[src/rtl/gwm_pkg.sv]
package gwm_pkg;
    typedef enum logic [1:0] {
        BK_IDLE     = 2'd0,
        BK_OPEN     = 2'd1,
        BK_OPEN_WPB = 2'd2
    } bank_state_e;
endpackage

[src/rtl/gwm_bank_fsm.sv]
module gwm_bank_fsm
    import gwm_pkg::*;
(
    input  logic clk,
    input  logic rst_n,
    input  logic sel_i,
    input  logic act_i,
    input  logic act_wpb_i,
    input  logic pre_i,
    input  logic pre_all_i,
    input  logic wr_any_i,
    input  logic auto_pre_i,
    output logic open_o,
    output logic wpb_o
);
    bank_state_e state_q, state_d;
    logic        close_req;

    assign close_req = pre_all_i || (sel_i && pre_i) || (sel_i && wr_any_i && auto_pre_i);

    always_ff @(posedge clk) begin
        if (!rst_n) state_q <= BK_IDLE;
        else        state_q <= state_d;
    end

    always_comb begin
        state_d = state_q;
        unique case (state_q)
            BK_IDLE: begin
                if (sel_i && act_i) state_d = act_wpb_i ? BK_OPEN_WPB : BK_OPEN;
            end
            BK_OPEN, BK_OPEN_WPB: begin
                if (close_req) state_d = BK_IDLE;
            end
            default: state_d = BK_IDLE;
        endcase
    end

    always_comb begin
        open_o = 1'b0;
        wpb_o  = 1'b0;
        unique case (state_q)
            BK_IDLE:     ;
            BK_OPEN:     open_o = 1'b1;
            BK_OPEN_WPB: begin open_o = 1'b1; wpb_o = 1'b1; end
            default:     ;
        endcase
    end
endmodule

[src/rtl/gwm_mask_regs.sv]
module gwm_mask_regs #(
    parameter int DATA_W = 32
) (
    input  logic              clk,
    input  logic              rst_n,
    input  logic              ld_i,
    input  logic              ld_sel_i,
    input  logic [DATA_W-1:0] dq_i,
    output logic [DATA_W-1:0] mask_o,
    output logic [DATA_W-1:0] colour_o
);
    always_ff @(posedge clk) begin
        if (!rst_n) begin
            mask_o   <= '1;
            colour_o <= '0;
        end else if (ld_i) begin
            if (ld_sel_i) colour_o <= dq_i;
            else          mask_o   <= dq_i;
        end
    end
endmodule

[src/rtl/gwm_merge.sv]
module gwm_merge #(
    parameter int DATA_W   = 32,
    parameter int COL_W    = 8,
    parameter int BLK_COLS = 8,
    parameter int BANK_W   = 1
) (
    input  logic                  clk,
    input  logic                  rst_n,
    input  logic                  wr_i,
    input  logic                  bw_i,
    input  logic [BANK_W-1:0]     bank_i,
    input  logic [COL_W-1:0]      col_i,
    input  logic [DATA_W-1:0]     dq_i,
    input  logic [DATA_W/8-1:0]   dqm_i,
    input  logic                  bank_open_i,
    input  logic                  bank_wpb_i,
    input  logic [DATA_W-1:0]     mask_i,
    input  logic [DATA_W-1:0]     colour_i,
    output logic                  we_o,
    output logic [BANK_W-1:0]     we_bank_o,
    output logic [COL_W-1:0]      we_col_o,
    output logic [BLK_COLS-1:0]   col_en_o,
    output logic [DATA_W-1:0]     bit_en_o,
    output logic [DATA_W-1:0]     data_o
);
    localparam int BYTES = DATA_W / 8;
    localparam int SEL_W = $clog2(BLK_COLS);

    logic [DATA_W-1:0]   lane_en, wpb_en;
    logic [BLK_COLS-1:0] col_sel;
    logic                fire;

    for (genvar b = 0; b < BYTES; b++) begin : g_lane
        assign lane_en[b*8 +: 8] = {8{~dqm_i[b]}};
    end

    assign wpb_en  = bank_wpb_i ? mask_i : '1;
    assign fire    = (wr_i || bw_i) && bank_open_i;
    assign col_sel = bw_i ? dq_i[BLK_COLS-1:0] : (BLK_COLS'(1) << col_i[SEL_W-1:0]);

    always_ff @(posedge clk) begin
        if (!rst_n || !fire) begin
            we_o      <= 1'b0;
            we_bank_o <= '0;
            we_col_o  <= '0;
            col_en_o  <= '0;
            bit_en_o  <= '0;
            data_o    <= '0;
        end else begin
            we_o      <= 1'b1;
            we_bank_o <= bank_i;
            we_col_o  <= {col_i[COL_W-1:SEL_W], SEL_W'(0)};
            col_en_o  <= col_sel;
            bit_en_o  <= lane_en & wpb_en;
            data_o    <= bw_i ? colour_i : dq_i;
        end
    end
endmodule

[src/rtl/gram_wmask_unit.sv]
module gram_wmask_unit #(
    parameter int DATA_W    = 32,
    parameter int COL_W     = 8,
    parameter int BLK_COLS  = 8,
    parameter int NUM_BANKS = 2,
    parameter int BANK_W    = 1
) (
    input  logic                  clk,
    input  logic                  rst_n,
    input  logic                  act_i,
    input  logic                  act_wpb_i,
    input  logic                  pre_i,
    input  logic                  pre_all_i,
    input  logic                  wr_i,
    input  logic                  bw_i,
    input  logic                  auto_pre_i,
    input  logic                  ld_i,
    input  logic                  ld_sel_i,
    input  logic [BANK_W-1:0]     bank_i,
    input  logic [COL_W-1:0]      col_i,
    input  logic [DATA_W-1:0]     dq_i,
    input  logic [DATA_W/8-1:0]   dqm_i,
    output logic                  we_o,
    output logic [BANK_W-1:0]     we_bank_o,
    output logic [COL_W-1:0]      we_col_o,
    output logic [BLK_COLS-1:0]   col_en_o,
    output logic [DATA_W-1:0]     bit_en_o,
    output logic [DATA_W-1:0]     data_o
);
    logic [NUM_BANKS-1:0] bank_open, bank_wpb;
    logic [DATA_W-1:0]    mask_q, colour_q;
    logic                 wr_any;

    assign wr_any = wr_i || bw_i;

    for (genvar g = 0; g < NUM_BANKS; g++) begin : g_bank
        gwm_bank_fsm u_fsm (
            .clk        (clk),
            .rst_n      (rst_n),
            .sel_i      (bank_i == BANK_W'(g)),
            .act_i      (act_i),
            .act_wpb_i  (act_wpb_i),
            .pre_i      (pre_i),
            .pre_all_i  (pre_all_i),
            .wr_any_i   (wr_any),
            .auto_pre_i (auto_pre_i),
            .open_o     (bank_open[g]),
            .wpb_o      (bank_wpb[g])
        );
    end

    gwm_mask_regs #(.DATA_W(DATA_W)) u_regs (
        .clk      (clk),
        .rst_n    (rst_n),
        .ld_i     (ld_i),
        .ld_sel_i (ld_sel_i),
        .dq_i     (dq_i),
        .mask_o   (mask_q),
        .colour_o (colour_q)
    );

    gwm_merge #(
        .DATA_W(DATA_W), .COL_W(COL_W), .BLK_COLS(BLK_COLS), .BANK_W(BANK_W)
    ) u_merge (
        .clk         (clk),
        .rst_n       (rst_n),
        .wr_i        (wr_i),
        .bw_i        (bw_i),
        .bank_i      (bank_i),
        .col_i       (col_i),
        .dq_i        (dq_i),
        .dqm_i       (dqm_i),
        .bank_open_i (bank_open[bank_i]),
        .bank_wpb_i  (bank_wpb[bank_i]),
        .mask_i      (mask_q),
        .colour_i    (colour_q),
        .we_o        (we_o),
        .we_bank_o   (we_bank_o),
        .we_col_o    (we_col_o),
        .col_en_o    (col_en_o),
        .bit_en_o    (bit_en_o),
        .data_o      (data_o)
    );
endmodule

[config.mk]
export PLATFORM = sky130hd
export DESIGN_NAME = gram_wmask_unit
export DESIGN_NICKNAME = d
export VERILOG_FILES = /design/src/rtl/gwm_pkg.sv /design/src/rtl/gwm_bank_fsm.sv /design/src/rtl/gwm_mask_regs.sv /design/src/rtl/gwm_merge.sv /design/src/rtl/gram_wmask_unit.sv
export SDC_FILE = /design/constraint.sdc
export NUM_CORES = 1
export LEC_CHECK = 0
export BUFFER_PORTS_ARGS = -buffer_cell sky130_fd_sc_hd__buf_2
export CAP_MARGIN = 0
export CORE_AREA = 2 2 145 76
export CTS_CLUSTER_DIAMETER = 40
export DETAILED_ROUTE_END_ITERATION = 16
export DIE_AREA = 0 0 147 78
export PLACE_DENSITY = 0.88
export SLEW_MARGIN = 10
export SYNTH_ARGS = -nofsm -noshare
export SYNTH_HDL_FRONTEND = slang
export SYNTH_SLANG_ARGS = --single-unit
[constraint.sdc]
create_clock -name clk -period 2.3 [get_ports clk]
set_clock_uncertainty 0.05 [all_clocks]
set_input_delay 0.115 -clock clk [delete_from_list [all_inputs] [get_ports clk]]
set_output_delay 0.115 -clock clk [all_outputs]
set_load 0.01 [all_outputs]
### Word level (Yosys, flattened, before mapping)

Cells that the tools add are included.

| operators by class | value |
|---|---|
| bitwise operators | 7 |
| equal/unequal tests | 8 |
| divide/modulo/power cells | 0 |
| multiplexer cells | 19 |
| multiply operators | 0 |
| order comparisons | 1 |
| add/sub/neg operators | 0 |
| shift operators | 1 |
| reductions and logical operators | 25 |

Operators by type and width:

| cell | number |
|---|---|
| $mux W32 | 2 |
| $and A32 B32 Y32 | 1 |
| $mux W2 | 5 |
| $logic_and A1 B1 Y1 | 9 |
| $mux W1 | 9 |
| $mux W8 | 1 |
| $ne A2 B1 Y1 const B | 4 |
| $pmux W2 S2 | 2 |
| $reduce_and A2 Y1 | 4 |
| $shl A1 B3 Y8 const A | 1 |
| $logic_or A1 B1 Y1 | 6 |
| $not A1 Y1 | 6 |
| $eq A2 B1 Y1 const B | 2 |
| $eq A2 B2 Y1 const B | 2 |
| $logic_not A2 Y1 | 2 |
| $reduce_or A2 Y1 | 2 |
| $logic_not A1 Y1 | 2 |
| $lt A1 B2 Y1 const B | 1 |

| storage, ports and cells | value |
|---|---|
| memories kept | 0 |
| flip-flop bits (word level) | 150 |
| RAM bits | 0 |
| latch bits | 0 |
| memory bits (read-only) | 0 |
| logic and storage cells | 72 |
| bits of input ports | 56 |
| output and inout bits | 82 |

### Depth between registers and ports, before layout

Gate-level depths: netlist of run 1.

| logic depth | value |
|---|---|
| depth in word-level cells | 9 |
| mapped depth | 6 |
| depth with buffers taken out | 6 |

### Cells and area by module

From an unflattened synthesis of run 1, not the netlist that was laid out.

| unflattened totals | value |
|---|---|
| cells, all modules | 590 |
| area, all modules | 5786.8 µm² |

By module, submodules not included:

| module | seq. area each (µm²) | instances | cells each | area an instance (µm²) |
|---|---|---|---|---|
| gwm_mask_regs | 1281.2 | 1 | 290 | 2758.9 |
| gwm_merge | 1581.5 | 1 | 262 | 2692.6 |
| gwm_bank_fsm | 40.0 | 2 | 17 | 151.4 |
| gram_wmask_unit | 0.0 | 1 | 4 | 32.5 |

### Least setup slack after synthesis of run 1

OpenSTA, ideal clock, no wires.

| timing | value |
|---|---|
| path type | flip-flop to flip-flop |
| from | reg g_bank[0].u_fsm.state_q[0] |
| to | reg u_merge.data_o[10] |
| clock period less this slack | 1.586 ns |
| setup slack | 0.714 ns |
| cell stages (with the launch flop) | 7 |
| required time | 2.136 ns |
| data arrival time | 1.422 ns |
| library setup time | 0.114 ns |
| path buffers | 1 |
| path through | dfxtp_1 inv_1 ha_1 mux2_4 o211ai_4 buf_4 nor2_1 |

| on the way | value |
|---|---|
| cells in the longest elaborated chain, start to end | 8 |
| elaborated cells on any way between the ends | 9 |
| classes of those cells | eq/ne (2); mux (3); reduce/logical (4) |

RTL lines:

| what | RTL line | RTL |
|---|---|---|
| from (decl) | gwm_bank_fsm.sv:16 | `bank_state_e state_q, state_d;` |
| from (signal assigned) | gwm_bank_fsm.sv:23 | `else state_q <= state_d;` |
| $eq A2 B1 Y1 / $eq A2 B2 Y1 (equally long branches) | gwm_bank_fsm.sv:42 | `unique case (state_q)` |
| $reduce_or A2 Y1 (no line) * | n/a |  |
| $mux W1 * | gwm_bank_fsm.sv:42 |  |
| $mux W1 (implied by the code) * (2 in a row) | gram_wmask_unit.sv:73 | `.bank_open_i (bank_open[bank_i]),` |
| $logic_and A1 B1 Y1 * | gwm_merge.sv:38 | `assign fire = (wr_i \|\| bw_i) && bank_open_i;` |
| $logic_not A1 Y1 * | gwm_merge.sv:42 | `if (!rst_n \|\| !fire) begin` |
| $logic_or A1 B1 Y1 * | gwm_merge.sv:42 |  |
| to (signal assigned) | gwm_merge.sv:55 | `data_o <= bw_i ? colour_i : dq_i;` |
| to (decl) | gwm_merge.sv:24 | `output logic [DATA_W-1:0] data_o` |

Every way passes the cells marked *; elsewhere a longest branch is shown, timed or not. The select of a mux whose other input is x is not followed.
A chain may end at the register's enable or synchronous reset.

### Final worst setup path of run 1

| timing | value |
|---|---|
| from | reg g_bank[0].u_fsm.state_q[0] |
| to | reg u_merge.data_o[24] |

The elaborated chain is that of the path after synthesis.

==> results.json, run 1 <==
{
  "grtUsageTotal_pct": 24.1,
  "drtPass1Iterations": 5,
  "clk_path_buf_depth": 2,
  "post_cts_buffers": 0,
  "wl_mm": 13.3,
  "syn_avg_cell_area_um2": 9.52,
  "cts_resized": 0,
  "antenna_found_initial": 0,
  "arrival_ps": 2190,
  "status": "finished, final reports clean",
  "root_buffer": "clkbuf_16",
  "core_um2": 10100,
  "cts-hold-fix-buffers": 45,
  "die_area_um2": 11500,
  "peakVddDrop_v": 0.000530,
  "startpoint": "g_bank[0].u_fsm.state_q[0]",
  "drc": 0,
  "grt_max_degree": 43,
  "start_util_pct": 51.4,
  "diodes": 0,
  "portBuffers": 134,
  "fin_nets": 780,
  "fin_util_pct": 69.5,
  "power.static_leakage_nw": 3.26,
  "async_reset_ff_share_pct": 0,
  "slew_violations": 0,
  "drv_cap": 0,
  "worstPathMaxFanout": 17,
  "htreeDepth": 4,
  "detail-route-antenna-nets": 0,
  "wire_per_inst_um": 15.2,
  "synth_flop_cell": "dfxtp_1",
  "ys_seq_area_share_pct": 56.7,
  "setup_viol": 0,
  "setup_tns_ps": 0,
  "grt_pass1_vias": 4363,
  "worstMarginPinSlew_ps": 749,
  "power_density_nw_per_um2": 899,
  "design_area_um2": 7010,
  "period_needed_ps": 1930,
  "final_layout_size_suffix_gt1_share_pct": 25.6,
  "vias": 4423,
  "dpl_cell_area_um2": 5970,
  "pin_count": 138,
  "relSlewSlack_pct": 49.8,
  "grt-ovfl-total": 0,
  "rows": 26,
  "rsz0062_at_grt": "false",
  "cp-start-kind": "flip-flop",
  "ys_warn_count": 0,
  "synth_cells": 545,
  "grt_pass1_wl_mm": 21.6,
  "hp-start": "col_i[0]",
  "synth-seq-cells": 147,
  "endpoint_kind": "flip-flop",
  "synth_area_leaders": "dfxtp_1 (57%), nand2_1 (9.7%), mux2i_1 (7.1%)",
  "r2r_start": "g_bank[0].u_fsm.state_q[0]",
  "finalCritPeriodShare_pct": 84.1,
  "yosysUniqueCellTypes": 30,
  "cts.clk_slew.worst_paths_ps": 60,
  "cts_buffers": 17,
  "holdCritPathClass": "input pin to flip-flop",
  "gp_congestion": 0.826,
  "clock_sinks": 147,
  "dp_hpwl_mm": 8.18,
  "final_hold_viol_count": 0,
  "crit_type": "flip-flop to flip-flop",
  "fp.dieH_um": 78,
  "die_w_um": 147,
  "synth.cell_area_um2": 5190,
  "cts_tree": "built",
  "cp_data_required_time_ps": 2550,
  "insertion_delay_ps": 420,
  "synth_largest_area_cell": "dfxtp_1",
  "synth_top_area_share_pct": 56.7,
  "area_growth_pct": 35.2,
  "synth_edf_count": 0,
  "vias_per_cell": 5.07,
  "drtIter0Drc": 285,
  "reg2reg_slack_ps": 370,
  "max_freq_mhz": 517
}
==> stage by stage <==
| stage | hold slack (ps) | std cells | power (mW) | worst slack [ps] |
|---|---|---|---|---|
| 5_1_grt | 86.9 | 873 | 6.54 | 269 |
| 3_5_place_dp | 267 | 796 | 3.56 | 386 |
| 2_1_floorplan | 187 | 547 | 3.28 | 714 |
| 6_report | 59.5 | 873 | 6.30 | 365 |
| 4_1_cts | 50.8 | 873 | 6.32 | 362 |
| 3_3_place_gp | 266 | 796 | 3.53 | 445 |
==> final timing paths <==
check | to | cells past startpoint
setup reg to reg | u_merge.data_o[24] | 6
hold reg to reg | u_regs.colour_o[29] | 2
setup / recovery | u_merge.data_o[24] | 6
hold / removal | u_merge.col_en_o[2] | 4
==> sequential cells by signal (all words and copies together), names as in the netlist <==
name and count:
u_merge.bit_en_o 32, u_merge.data_o 32, u_regs.colour_o 32, u_regs.mask_o 32, u_merge.col_en_o 8, u_merge.we_col_o 5, g_bank.u_fsm.state_q 4, u_merge.we_bank_o 1
u_merge.we_o 1
==> Yosys cell counts, types with 4 or more instances <==
master and number:
buf_2 9, clkbuf_1 21, a21boi_0 33, nand2_1 134
o21a_1 32, a22oi_1 6, nand3_1 35, inv_1 5
buf_4 5, ha_1 4, nor2b_1 5, mux2i_1 37
nor2_1 44, and2_1 7, nor2_4 4, dfxtp_1 147
==> layout by cell type, fill, tap and decap left out, types with 2 or more instances in the layout <==
cell type | synthesis | layout
buf_4 | 5 | 11
conb_1 | 1 | 3
a22oi_1 | 6 | 6
nor2_4 | 4 | 4
buf_2 | 9 | 134
clkinvlp_4 | 0 | 2
bufinv_16 | 0 | 2
nand3b_1 | 2 | 2
a32oi_1 | 2 | 2
and2_1 | 7 | 7
nor2_1 | 44 | 44
o21a_1 | 32 | 32
clkinv_2 | 0 | 5
dfxtp_1 | 147 | 147
nand2_1 | 134 | 134
clkbuf_8 | 0 | 2
inv_1 | 5 | 5
clkinv_4 | 0 | 4
nand3_1 | 35 | 35
mux2i_1 | 37 | 36
a21boi_0 | 33 | 33
ha_1 | 4 | 4
nor2b_1 | 5 | 4
clkbuf_16 | 0 | 17
dlygate4sd3_1 | 0 | 45
==> final cells by class <==
class / count / area [um^2]
clock inverter: 13 / 135
fill: 741 / 3070
timing repair buffer: 191 / 1220
inverter: 6 / 22.5
sequential: 147 / 2940
clock buffer: 19 / 453
tap: 140 / 175
multi-input combinational: 357 / 2060
==> layer usage <==
layer	track usage, %	vias to the layer above	wire length [um]
met2	42.6	144	6700
met5	0	-	0
met4	7.31	0	182
met1	28.5	2118	5620
li1	-	2141	-
met3	7.59	20	773
==> kinds of logic (layout without fill, tap and decap cells) <==
family                     Yosys count  after routing  synth area share (%)
buffers and inverters               43            229                  3.98
other                                1              3                0.0723
DFF                                147            147                  56.7
adders and majority gates            4              4                 0.965
AOI/OAI and AO/OA                   77             77                  11.4
and+or+nand+nor                    235            235                  19.4
muxes                               38             38                  7.43
==> where the power goes <==
part	switching (mW)	internal, mW	total, mW	leakage (nW)
logic	0.456	0.351	0.806	1.77
registers	0.0660	2.71	2.78	1.20
clock network	1.07	1.65	2.71	0.288
==> worst max-delay path: stages (launching register included) <==
cell and delay, ps:
dfxtp_1 330, inv_1 70, ha_1 330, mux2_4 290, o211ai_4 310, buf_4 340, nor2_1 80
Note: power is estimated with default switching activity, not from simulation.
==> run 2: changes to the inputs <==
==> constraint.sdc (replaced) <==
create_clock -name clk -period 1.9 [get_ports clk]
set_clock_uncertainty 0.05 [all_clocks]
set_input_delay 0.095 -clock clk [delete_from_list [all_inputs] [get_ports clk]]
set_output_delay 0.095 -clock clk [all_outputs]
set_load 0.01 [all_outputs]
==> run 2 against run 1 <==
Compared with the run above: fmax grew 9.2%; sequential share of layout area fell by 0.067 points; power up 22%; final cell count grew 0.11%; largest cell class unchanged; largest power group unchanged.
==> results.json, run 2 (synthesis gave the netlist of run 1 again) <==
{
  "insertion_delay_ps": 410,
  "htreeDepth": 4,
  "start_util_pct": 51.4,
  "post-place-ws_ps": 152,
  "crit_type": "flip-flop to flip-flop",
  "route.met2.wl_mm": 6.65,
  "final_common_cell": "dfxtp_1",
  "crit_path_max_incr_delay_ps": 330,
  "topRoutingLayerUsed": "met4",
  "wl_mm": 13.1,
  "clk_path_buf_depth": 2,
  "grt_pass1_vias": 4435,
  "dp_cells": 796,
  "drtPass1Iterations": 4,
  "wl_met3_um": 653,
  "period_needed_ps": 1770,
  "drv_cap": 0,
  "rsz0062_at_grt": "false",
  "grtUsageTotal_pct": 23.7,
  "endpoint_kind": "flip-flop",
  "grt-ovfl-total": 0,
  "drc": 0,
  "antenna_found_initial": 1,
  "holdCritPathClass": "input pin to flip-flop",
  "final_layout_size_suffix_gt1_share_pct": 25.1,
  "cp-start-kind": "flip-flop",
  "worstPathMaxFanout": 31,
  "portBuffers": 134,
  "power_density_nw_per_um2": 1090,
  "crit_path_cell_trace": "inv_1 -> ha_1 -> mux2_4 -> o211ai_4 -> buf_12 -> inv_2 -> and2_1",
  "critPathTopFamily": "buffers and inverters",
  "holdWs_ps": 24.7,
  "stdcell_count": 874,
  "cp_data_required_time_ps": 2150,
  "slowest_stage": "dfxtp_1",
  "vias": 4352,
  "grt_max_degree": 33,
  "gp_congestion": 0.783,
  "wl_met1_mm": 5.39,
  "die_area_um2": 11500,
  "worstMarginPinSlew_ps": 514,
  "peakVddDrop_v": 0.000677,
  "fin_nets": 780,
  "dp_hpwl_mm": 8.29,
  "detail-route-antenna-nets": 0,
  "area_growth_pct": 35.4,
  "cts.clk_slew.worst_paths_ps": 60,
  "cp_num_buf_inv": 3,
  "final_hold_viol_count": 0,
  "p_total_mw": 7.68,
  "relSlewSlack_pct": 65.7,
  "root_buffer": "clkbuf_16",
  "cts_resized": 0,
  "slew_violations": 0,
  "status": "finished, final reports clean",
  "die_w_um": 147,
  "setup_tns_ps": 0,
  "drtIter0Drc": 284,
  "cts_buffers": 17,
  "rows": 26,
  "wire_per_inst_um": 14.9,
  "cts_tree": "built",
  "post_cts_buffers": 0,
  "grt_pass1_wl_mm": 21.4,
  "core_um2": 10100,
  "power.static_leakage_nw": 3.26,
  "arrival_ps": 2020,
  "fp.dieH_um": 78,
  "pin_count": 138,
  "worst_slack_ps": 129,
  "setup_viol": 0,
  "finalCritPeriodShare_pct": 93.2,
  "clock_sinks": 147,
  "max_freq_mhz": 565,
  "mostFrequentLayoutCells": "dfxtp_1 (147), nand2_1 (134), buf_2 (134), dlygate4sd3_1 (45), nor2_1 (44)",
  "vias_per_cell": 4.98
}
-- run 2: cell types whose count changed in the layout (fill, tap and decap cells not counted), sizes merged --
cell and delta:
clkbuf +4, clkinv -5, bufinv +1, diode +1
-- run 2: cell type report --
cell class / count / area [um^2]
Antenna cell: 1 / 2.50
Inverter: 6 / 22.5
Clock buffer: 23 / 468
Tap cell: 140 / 175
Clock inverter: 9 / 129
Timing Repair Buffer: 191 / 1220
Multi-Input combinational cell: 357 / 2060
Sequential cell: 147 / 2940
Fill cell: 742 / 3060
-- run 2: per-stage QoR --
step,cell area [um^2],utilization [%]
6_report,7020,69.6
5_1_grt,7020,69.6
4_1_cts,7020,69.6
3_5_place_dp,5970,59.2
3_3_place_gp,5970,59.2
2_1_floorplan,5190,-
-- run 2: path summary, 6_finish.rpt --
kind,start,end,slack [ps],cells past startpoint
setup / recovery,g_bank[0].u_fsm.state_q[0],u_merge.we_col_o[4],130,7
hold / removal,rst_n,u_regs.mask_o[11],20,2
setup reg to reg,g_bank[0].u_fsm.state_q[0],u_merge.we_col_o[4],130,7
hold reg to reg,u_regs.colour_o[23],u_regs.colour_o[23],410,2
-- run 2: timing repair --
item | 4_1_cts | 5_1_grt
hold buffers | 45 | 0
hold endpoints to repair | 146 | 0
endpoints found under the setup margin | 0 | 0
-- run 2: worst reg2reg max path, delay by kind of cell (launching register included) --
family / cells / cell delay, ps
AOI/OAI and AO/OA: 1 / 90
DFF: 1 / 330
adders and majority gates: 1 / 330
and+or+nand+nor: 1 / 170
muxes: 1 / 300
buffers and inverters: 3 / 400
-- run 2: routing by layer --
layer	vias to the layer above	track usage, %
met5	-	0
met1	2044	27.1
li1	2137	-
met3	33	6.24
met4	0	10.5
met2	138	42.3
-- run 2: power breakdown --
group | switching, mW | internal (mW)
logic | 0.540 | 0.425
registers | 0.0831 | 3.29
clock network | 1.21 | 2.13
total | 1.84 | 5.84
